$ cat src/rtl/dpot_ser_pkg.sv
package dpot_ser_pkg;
  localparam int BYTE_W  = 8;
  localparam int STRAP_W = 4;
  localparam int TYPE_W  = BYTE_W - STRAP_W - 1;

  typedef enum logic [2:0] {
    SL_IDLE,
    SL_ADDR,
    SL_AACK,
    SL_WDAT,
    SL_WACK,
    SL_RDAT,
    SL_RACK
  } slv_state_e;
endpackage

$ cat src/rtl/bus_cond_det.sv
module bus_cond_det #(
  parameter int SYNC_STAGES = 2
) (
  input  logic clk,
  input  logic rst,
  input  logic scl_in,
  input  logic sda_in,
  output logic sda_lvl,
  output logic scl_rise,
  output logic scl_fall,
  output logic start_det,
  output logic stop_det
);
  logic [SYNC_STAGES-1:0] scl_sync, sda_sync;
  logic scl_d, sda_d;
  logic scl_s, sda_s;

  assign scl_s = scl_sync[SYNC_STAGES-1];
  assign sda_s = sda_sync[SYNC_STAGES-1];

  // idle bus is high, so the chains reset high
  always_ff @(posedge clk) begin
    if (rst) begin
      scl_sync <= '1;
      sda_sync <= '1;
      scl_d    <= 1'b1;
      sda_d    <= 1'b1;
    end else begin
      scl_sync <= {scl_sync[SYNC_STAGES-2:0], scl_in};
      sda_sync <= {sda_sync[SYNC_STAGES-2:0], sda_in};
      scl_d    <= scl_s;
      sda_d    <= sda_s;
    end
  end

  assign sda_lvl   = sda_s;
  assign scl_rise  = scl_s & ~scl_d;
  assign scl_fall  = ~scl_s & scl_d;
  assign start_det = scl_s & scl_d & sda_d & ~sda_s;
  assign stop_det  = scl_s & scl_d & ~sda_d & sda_s;
endmodule

$ cat src/rtl/prog_lockout.sv
module prog_lockout #(
  parameter int PROG_CYCLES = 500000
) (
  input  logic clk,
  input  logic rst,
  input  logic prog_start,
  output logic busy
);
  localparam int CW = $clog2(PROG_CYCLES + 1);
  localparam logic [CW-1:0] LAST = CW'(PROG_CYCLES - 1);

  logic [CW-1:0] remain;

  always_ff @(posedge clk) begin
    if (rst) begin
      busy   <= 1'b0;
      remain <= '0;
    end else if (prog_start) begin
      busy   <= 1'b1;
      remain <= LAST;
    end else if (busy) begin
      if (remain == '0) busy <= 1'b0;
      else              remain <= remain - 1'b1;
    end
  end
endmodule

$ cat src/rtl/slave_fsm.sv
module slave_fsm
  import dpot_ser_pkg::*;
#(
  parameter logic [TYPE_W-1:0] DEV_TYPE = 3'b011
) (
  input  logic               clk,
  input  logic               rst,
  input  logic               sda_lvl,
  input  logic               scl_rise,
  input  logic               scl_fall,
  input  logic               start_det,
  input  logic               stop_det,
  input  logic [STRAP_W-1:0] strap_addr,
  input  logic               busy,
  input  logic               nv_write,
  input  logic               rx_ready,
  input  logic [BYTE_W-1:0]  tx_byte,
  output logic               sda_pull_low,
  output logic [BYTE_W-1:0]  rx_byte,
  output logic               rx_valid,
  output logic               tx_take,
  output logic               prog_start
);
  localparam int CNT_W = $clog2(BYTE_W + 1);
  localparam logic [CNT_W-1:0] FULL = CNT_W'(BYTE_W);
  localparam logic [CNT_W-1:0] LAST = CNT_W'(BYTE_W - 1);

  slv_state_e        state;
  logic [BYTE_W-1:0] sh;
  logic [CNT_W-1:0]  cnt;
  logic              is_rd, wr_sel, got_data, mack;
  logic              addr_hit;

  assign addr_hit = (sh[BYTE_W-1:1] == {DEV_TYPE, strap_addr});

  always_ff @(posedge clk) begin
    if (rst) begin
      state        <= SL_IDLE;
      sh           <= '0;
      cnt          <= '0;
      is_rd        <= 1'b0;
      wr_sel       <= 1'b0;
      got_data     <= 1'b0;
      mack         <= 1'b0;
      sda_pull_low <= 1'b0;
      rx_byte      <= '0;
      rx_valid     <= 1'b0;
      tx_take      <= 1'b0;
      prog_start   <= 1'b0;
    end else begin
      tx_take    <= 1'b0;
      prog_start <= 1'b0;
      if (rx_valid && rx_ready) rx_valid <= 1'b0;

      if (busy) begin
        state        <= SL_IDLE;
        sda_pull_low <= 1'b0;
        wr_sel       <= 1'b0;
        got_data     <= 1'b0;
      end else if (start_det) begin
        state        <= SL_ADDR;
        cnt          <= '0;
        sda_pull_low <= 1'b0;
        is_rd        <= 1'b0;
        wr_sel       <= 1'b0;
        got_data     <= 1'b0;
      end else if (stop_det) begin
        prog_start   <= wr_sel & got_data & nv_write;
        state        <= SL_IDLE;
        sda_pull_low <= 1'b0;
        wr_sel       <= 1'b0;
        got_data     <= 1'b0;
      end else begin
        unique case (state)
          SL_ADDR, SL_WDAT: begin
            if (scl_rise) begin
              sh  <= {sh[BYTE_W-2:0], sda_lvl};
              cnt <= cnt + 1'b1;
            end else if (scl_fall && cnt == FULL) begin
              if (state == SL_ADDR) begin
                if (addr_hit) begin
                  state        <= SL_AACK;
                  sda_pull_low <= 1'b1;
                  is_rd        <= sh[0];
                  wr_sel       <= ~sh[0];
                end else begin
                  state <= SL_IDLE;
                end
              end else begin
                state <= SL_WACK;
                if (!rx_valid || rx_ready) begin
                  rx_byte      <= sh;
                  rx_valid     <= 1'b1;
                  got_data     <= 1'b1;
                  sda_pull_low <= 1'b1;
                end
              end
            end
          end
          SL_AACK, SL_WACK: begin
            if (scl_fall) begin
              cnt <= '0;
              if (state == SL_AACK && is_rd) begin
                sh           <= tx_byte;
                tx_take      <= 1'b1;
                sda_pull_low <= ~tx_byte[BYTE_W-1];
                state        <= SL_RDAT;
              end else begin
                sda_pull_low <= 1'b0;
                state        <= SL_WDAT;
              end
            end
          end
          SL_RDAT: begin
            if (scl_fall) begin
              if (cnt == LAST) begin
                sda_pull_low <= 1'b0;
                state        <= SL_RACK;
              end else begin
                sh           <= {sh[BYTE_W-2:0], 1'b0};
                sda_pull_low <= ~sh[BYTE_W-2];
                cnt          <= cnt + 1'b1;
              end
            end
          end
          SL_RACK: begin
            if (scl_rise) mack <= ~sda_lvl;
            else if (scl_fall) begin
              if (mack) begin
                sh           <= tx_byte;
                tx_take      <= 1'b1;
                sda_pull_low <= ~tx_byte[BYTE_W-1];
                cnt          <= '0;
                state        <= SL_RDAT;
              end else begin
                state <= SL_IDLE;
              end
            end
          end
          default: ;
        endcase
      end
    end
  end
endmodule

$ cat src/rtl/dpot_serial_slave.sv
module dpot_serial_slave
  import dpot_ser_pkg::*;
#(
  parameter logic [TYPE_W-1:0] DEV_TYPE    = 3'b011,
  parameter int                SYNC_STAGES = 2,
  parameter int                PROG_CYCLES = 500000
) (
  input  logic               clk,
  input  logic               rst,
  input  logic               scl_in,
  input  logic               sda_in,
  output logic               sda_pull_low,
  input  logic [STRAP_W-1:0] strap_addr,
  input  logic               nv_write,
  output logic [BYTE_W-1:0]  rx_byte,
  output logic               rx_valid,
  input  logic               rx_ready,
  input  logic [BYTE_W-1:0]  tx_byte,
  output logic               tx_take,
  output logic               prog_start,
  output logic               busy
);
  logic sda_lvl, scl_rise, scl_fall, start_det, stop_det;

  bus_cond_det #(.SYNC_STAGES(SYNC_STAGES)) u_cond (
    .clk       (clk),
    .rst       (rst),
    .scl_in    (scl_in),
    .sda_in    (sda_in),
    .sda_lvl   (sda_lvl),
    .scl_rise  (scl_rise),
    .scl_fall  (scl_fall),
    .start_det (start_det),
    .stop_det  (stop_det)
  );

  slave_fsm #(.DEV_TYPE(DEV_TYPE)) u_fsm (
    .clk          (clk),
    .rst          (rst),
    .sda_lvl      (sda_lvl),
    .scl_rise     (scl_rise),
    .scl_fall     (scl_fall),
    .start_det    (start_det),
    .stop_det     (stop_det),
    .strap_addr   (strap_addr),
    .busy         (busy),
    .nv_write     (nv_write),
    .rx_ready     (rx_ready),
    .tx_byte      (tx_byte),
    .sda_pull_low (sda_pull_low),
    .rx_byte      (rx_byte),
    .rx_valid     (rx_valid),
    .tx_take      (tx_take),
    .prog_start   (prog_start)
  );

  prog_lockout #(.PROG_CYCLES(PROG_CYCLES)) u_lock (
    .clk        (clk),
    .rst        (rst),
    .prog_start (prog_start),
    .busy       (busy)
  );
endmodule

$ cat config.mk
export PLATFORM = sky130hd
export DESIGN_NAME = dpot_serial_slave
export DESIGN_NICKNAME = d
export VERILOG_FILES = /design/src/rtl/dpot_ser_pkg.sv /design/src/rtl/bus_cond_det.sv /design/src/rtl/prog_lockout.sv /design/src/rtl/slave_fsm.sv /design/src/rtl/dpot_serial_slave.sv
export SDC_FILE = /design/constraint.sdc
export NUM_CORES = 1
export LEC_CHECK = 0
export CAP_MARGIN = 15
export CORE_ASPECT_RATIO = 0.9
export CORE_MARGIN = 4
export CORE_UTILIZATION = 35
export CTS_CLUSTER_SIZE = 30
export DETAILED_ROUTE_END_ITERATION = 10
export PLACE_DENSITY = 0.55
export REMOVE_ABC_BUFFERS = 1
export SETUP_SLACK_MARGIN = 0.15
export SYNTH_ARGS = -nofsm -noshare
export SYNTH_HDL_FRONTEND = slang
export SYNTH_HIERARCHICAL = 1
export SYNTH_SLANG_ARGS = --single-unit
$ cat constraint.sdc
create_clock -name clk -period 3 [get_ports clk]
set_input_delay 0.3 -clock clk [delete_from_list [all_inputs] [get_ports clk]]
set_output_delay 0.3 -clock clk [all_outputs]
set_load 0.01 [all_outputs]
# After elaboration in Yosys (flattened, before gate mapping)
# Index checks and enable logic that the tools add are counted.
[classes]
n_addsub = 2
n_eq_ne = 39
n_mux = 74
bitwise = 22
n_reduce_logical = 32
[op_table]
columns = ["operator", "count"]
rows = [
  ["$mux W8", 8],
  ["$mux W19", 3],
  ["$mux W1", 38],
  ["$mux W4", 9],
  ["$pmux W8 S4", 1],
  ["$mux W3", 10],
  ["$reduce_and A8 Y1", 3],
  ["$ne A4 B3 Y1 const B", 5],
  ["$reduce_and A10 Y1", 2],
  ["$logic_not A19 Y1", 1],
  ["$sub A19 B1 Y19 const B", 1],
  ["$ne A2 B1 Y1 const B", 8],
  ["$pmux W4 S4", 1],
  ["$ne A3 B2 Y1 const B", 5],
  ["$reduce_and A5 Y1", 3],
  ["$not A1 Y1", 13],
  ["$ne A2 B2 Y1 const B", 6],
  ["$pmux W3 S4", 1],
  ["$reduce_and A12 Y1", 1],
  ["$reduce_bool A2 Y1", 5],
  ["$and A1 B1 Y1", 9],
  ["$eq A3 B3 Y1 const B", 3],
  ["$ne A3 B3 Y1 const B", 3],
  ["$ne A4 B4 Y1 const B", 2],
  ["other kinds (20)", 28],
]
[word_totals]
ff_bits = 57
inputBits = 18
out_inout_bits = 13
word_cells = 189

# Logic depth before layout (Yosys ltp)
[logic_depth]
ltp_word = 10
mapped_depth = 8
mapped_depth_nobuf = 7

# Modules after synthesis
# Netlist, hierarchy kept.
[by_module_without_submodules]
columns = ["mod", "instances", "cells_per_inst", "area_each_um2", "seq_area_each_um2"]
rows = [
  ["slave_fsm", 1, 218, 1820.5, 620.6],
  ["prog_lockout", 1, 139, 1166.1, 400.4],
  ["bus_cond_det", 1, 16, 190.2, 120.1],
]

# Worst setup path after synthesis
# No wires, ideal clock.
[synth_timing]
kind = "register -> register"
start = "register u_lock.remain[0]"
end = "register u_lock.remain[2]"
setup_ns = 0.129
t_arrival_ns = 2.084
t_required_ns = 2.871
path_slack_ns = 0.787
path_stages_with_launch = 8
path_buffers = 1
synth_period_minus_slack_ns = 2.213
cell_sequence = "dfxtp_1 inv_1 ha_1 or4b_1 or4_1 clkbuf_1 o41ai_1 nor3_1"
[synth_between]
elab_chain_len = 4
elab_cells_between_ends = 7
classes_between = "add/sub (1); eq/ne (1); mux (3); reduce/logical (2)"
[synth_lines]
columns = ["item", "line", "text"]
rows = [
  ["start, declared", "prog_lockout.sv:12", "logic [CW-1:0] remain;"],
  ["start signal, assigned", "prog_lockout.sv:23", "else remain <= remain - 1'b1;"],
  ["$sub A19 B1 Y19", "prog_lockout.sv:23", ""],
  ["$mux W19", "prog_lockout.sv:22", "if (remain == '0) busy <= 1'b0;"],
  ["$mux W19", "prog_lockout.sv:21", "end else if (busy) begin"],
  ["$mux W19", "prog_lockout.sv:18", "end else if (prog_start) begin"],
]
# Parallel ways exist; a longest one is shown, timed or not. The select of a mux whose other input is x is not followed.
# A chain may end at the register's enable or synchronous reset.

# Worst setup path in the final report
# Ends and elaborated chain as after synthesis.

==> impl_metrics.ini <==
[placed_design]
routabilityCongestion = 0.890
dpl.hpwl_um = 5820
port_buffers = 30
place_ws_ps = 580

[floorplan]
coreArea_mm2 = 0.00873
row_count = 32
die_w_um = 108
start_util_pct = 36.4
boundaryPins = 31
die_area_mm2 = 0.0107
die-height_um = 98.4

[layout]
nNetsFinal = 425
layout_commonest_cell = dfxtp_1
area_growth_pct = 19.4
multi_input_area_mm2 = 0.00187
final_cell_mix = 57 x dfxtp_1, 30 x clkdlybuf4s50_1, 30 x nor2_1, 25 x a21oi_1
drive_above_1_share_pct = 10.8
ff_latch_area_mm2 = 0.00114
n_fill_cell = 907
num_antenna_cells = 0

[synthesis]
yosys_warnings = 6
synth_top_family_by_area = simple AND/OR/NAND/NOR gates
synth_compound_area_share_pct = 19.2
syn_area_mm2 = 0.00318
synth_xor_area_share_pct = 1.10
synth_cell_types = 67
postSynthAreaPerCell_um2 = 8.52
async_flop_share_pct = 0
synth_enable_flop_cells = 0
synth.top_cell.area_share_pct = 35.9
ys_seq_area_share_pct = 35.9
ys_ff_latch = 57
synthSimpleGateAreaFrac_pct = 30.1
synth_top_cell_by_area = dfxtp_1
synth_cells = 373
ys_top_cells_by_area = dfxtp_1 36%, mux2i_1 6.6%, a21oi_1 3.9%
synthAdderAreaFrac_pct = 1.58
muxShareOfSynthArea_pct = 6.97
synth_ff_type = dfxtp_1

[sta]
tightest_slew_ps = 1070
fin_skew_ps = 7.69
finalCriticalPeriod_ps = 2440
fin_tns_setup_ps = 0
maxSlewViolCount = 0
hold_viol = 0
min_period_over_period_pct = 81.2
rsz0062_at_grt = false
setup_viol = 0
slew_headroom_pct = 28.2
max_freq_ghz = 0.410
setup_slack_ps = 563

[min_path]
worstHoldPathCells = 1
min_path_type = reg -> reg

[grt]
antenna_found_initial = 0
overflow = 0
grt_pass1_vias = 2712
grt_usage_pct = 16.1
grt_max_degree = 43
grt_pass1_wl_um = 13800

[critical_path]
cp-startpoint = u_lock/remain[0]$_SDFFE_PP0P_
cp-endpoint = u_lock/remain[2]$_SDFFE_PP0P_
critical_path_buf_inv_count = 1
crit_slowest_cell = or4_1
critPathArrivalTime_ps = 2650
crit_family = simple AND/OR/NAND/NOR gates
worstSetupPathType = reg -> reg
r2r_start = u_lock/remain[0]$_SDFFE_PP0P_
r2r_slack_ps = 560
r2r_cells = 6
end_kind = flop
r2r_end = u_lock/remain[2]$_SDFFE_PP0P_
crit_cells = 6
cpPeakStageDelay_ps = 700
worstPathMaxFanout = 7
crit_path_start_kind = flop
required_ps = 3210
cp_cell_sequence = inv_1, ha_1, or4b_1, or4_1, o41ai_1, nor3_1

[cts]
cts_tree = built
cts.sinks = 57
cts_hold_buffers = 0
cts_resized = 0
root_buffer = clkbuf_8
clockBufferDepth = 2
cts_made_buffers = 9
postCtsSetupRepairBufs = 0
clk_latency_ps = 340
path_clk_slew_ps = 70
h-tree-depth = 3

[detailed_routing]
via_per_inst = 5.63
vias = 2966
drc = 0
wl_um = 8270
drt-pass1-iter-count = 5
drt_iter0_drc = 210
wire_per_inst_um = 15.7
detail-route-antenna-nets = 0

[power]
switching_share_pct = 24.9
power.switching_mw = 0.407
p_leak_nw = 1.31
clkPwrFrac_pct = 45.6
pwr-share-seq_pct = 47.7
internal_power_mw = 1.23
power.total_mw = 1.63
ir_worst_vdd_v = 0.000181
power_density_mw_per_mm2 = 430
pwr-share-comb_pct = 6.7

[run]
max_cap_viol_count = 0

[run_status]
status = finished clean
==> how the worst min path moves through the flow <==
stage,startpoint,endpoint,slack [ps]
detailed placement,u_cond/sda_sync[0]$_SDFF_PP1_,u_cond/sda_sync[1]$_SDFF_PP1_,390
floorplan,rst,u_fsm/mack$_SDFFE_PP0P_,370
finish,u_cond/sda_sync[0]$_SDFF_PP1_,u_cond/sda_sync[1]$_SDFF_PP1_,400
global placement,u_cond/scl_sync[0]$_SDFF_PP1_,u_cond/scl_sync[1]$_SDFF_PP1_,390
global route,u_cond/scl_sync[0]$_SDFF_PP1_,u_cond/scl_sync[1]$_SDFF_PP1_,430
CTS,u_cond/sda_sync[0]$_SDFF_PP1_,u_cond/sda_sync[1]$_SDFF_PP1_,400
==> layout make-up <==
cell class,count,area share [%]
tap,119,3.92
inverter,10,0.989
clock buffer,10,3.63
multi-input combinational,283,49.3
timing repair buffer,42,10.3
sequential,57,30.1
clock inverter,6,1.75
==> layer usage <==
| layer | up-vias | routed length [um] | global-route usage [%] | part of all wire [%] |
|---|---|---|---|---|
| met5 | - | 0 | 0 | 0 |
| met4 | 0 | 148 | 6.41 | 1.8 |
| met3 | 15 | 414 | 4.10 | 5.0 |
| met2 | 93 | 3510 | 21.8 | 42 |
| met1 | 1384 | 4190 | 24.1 | 51 |
| li1 | 1474 | - | - | - |
==> power groups by stage <==
stage | clock network, mW | registers (mW) | logic, mW
2_1_floorplan | 0 | 0.793 | 0.0554
3_3_place_gp | 0 | 0.796 | 0.109
3_5_place_dp | 0 | 0.796 | 0.110
4_1_cts | 0.775 | 0.778 | 0.110
5_1_grt | 0.812 | 0.780 | 0.122
6_report | 0.744 | 0.779 | 0.110
==> metrics by stage <==
stage | utilization [%] | cells | hold slack, ps | area [um2]
after CTS | 43.5 | 527 | 400 | 3790
after global placement | 41.1 | 511 | 395 | 3590
after detailed placement | 41.1 | 511 | 392 | 3590
after global routing | 43.5 | 527 | 427 | 3790
after floorplan | - | 350 | 369 | 3050
final | 43.5 | 527 | 399 | 3790
==> flip-flops by register name, indices dropped and copies added (netlist names), 2 cells and up <==
signal and flops:
u_cond/sda_sync 2, u_fsm/rx_byte 8, u_fsm/state 3, u_fsm/cnt 4
u_cond/scl_sync 2, u_fsm/sh 8, u_lock/remain 19
==> synthesized netlist by cell type (all sizes together) (3+ instances only) <==
master and n:
and4 3, nor2 30, mux2i 21, buf 10, a21oi 25, a311oi 10, nor4 13, a31oi 6
nor4b 3, or4 6, nand2b 8, nor2b 6, inv 9, a21o 3, or3 12, dfxtp 57
and4b 3, xnor2 4, nand4 6, nand3 13, nor3 15, a2111oi 3, nor3b 5, clkbuf 11
a211oi 5, nand2 21, o21ai 14, o41ai 4, ha 4, o31ai 3, or2 10
==> logic make-up (layout without fill, tap and decap cells) <==
group	Yosys count	in the layout
multiplexers	22	22
adder cells (fa/ha/maj)	4	4
XOR/XNOR	4	4
AO/OA/AOI/OAI	90	90
buffers and inverters	33	68
AND/OR/NAND/NOR	163	163
flip-flops	57	57
No activity file was read; power rests on OpenSTA's default activity.
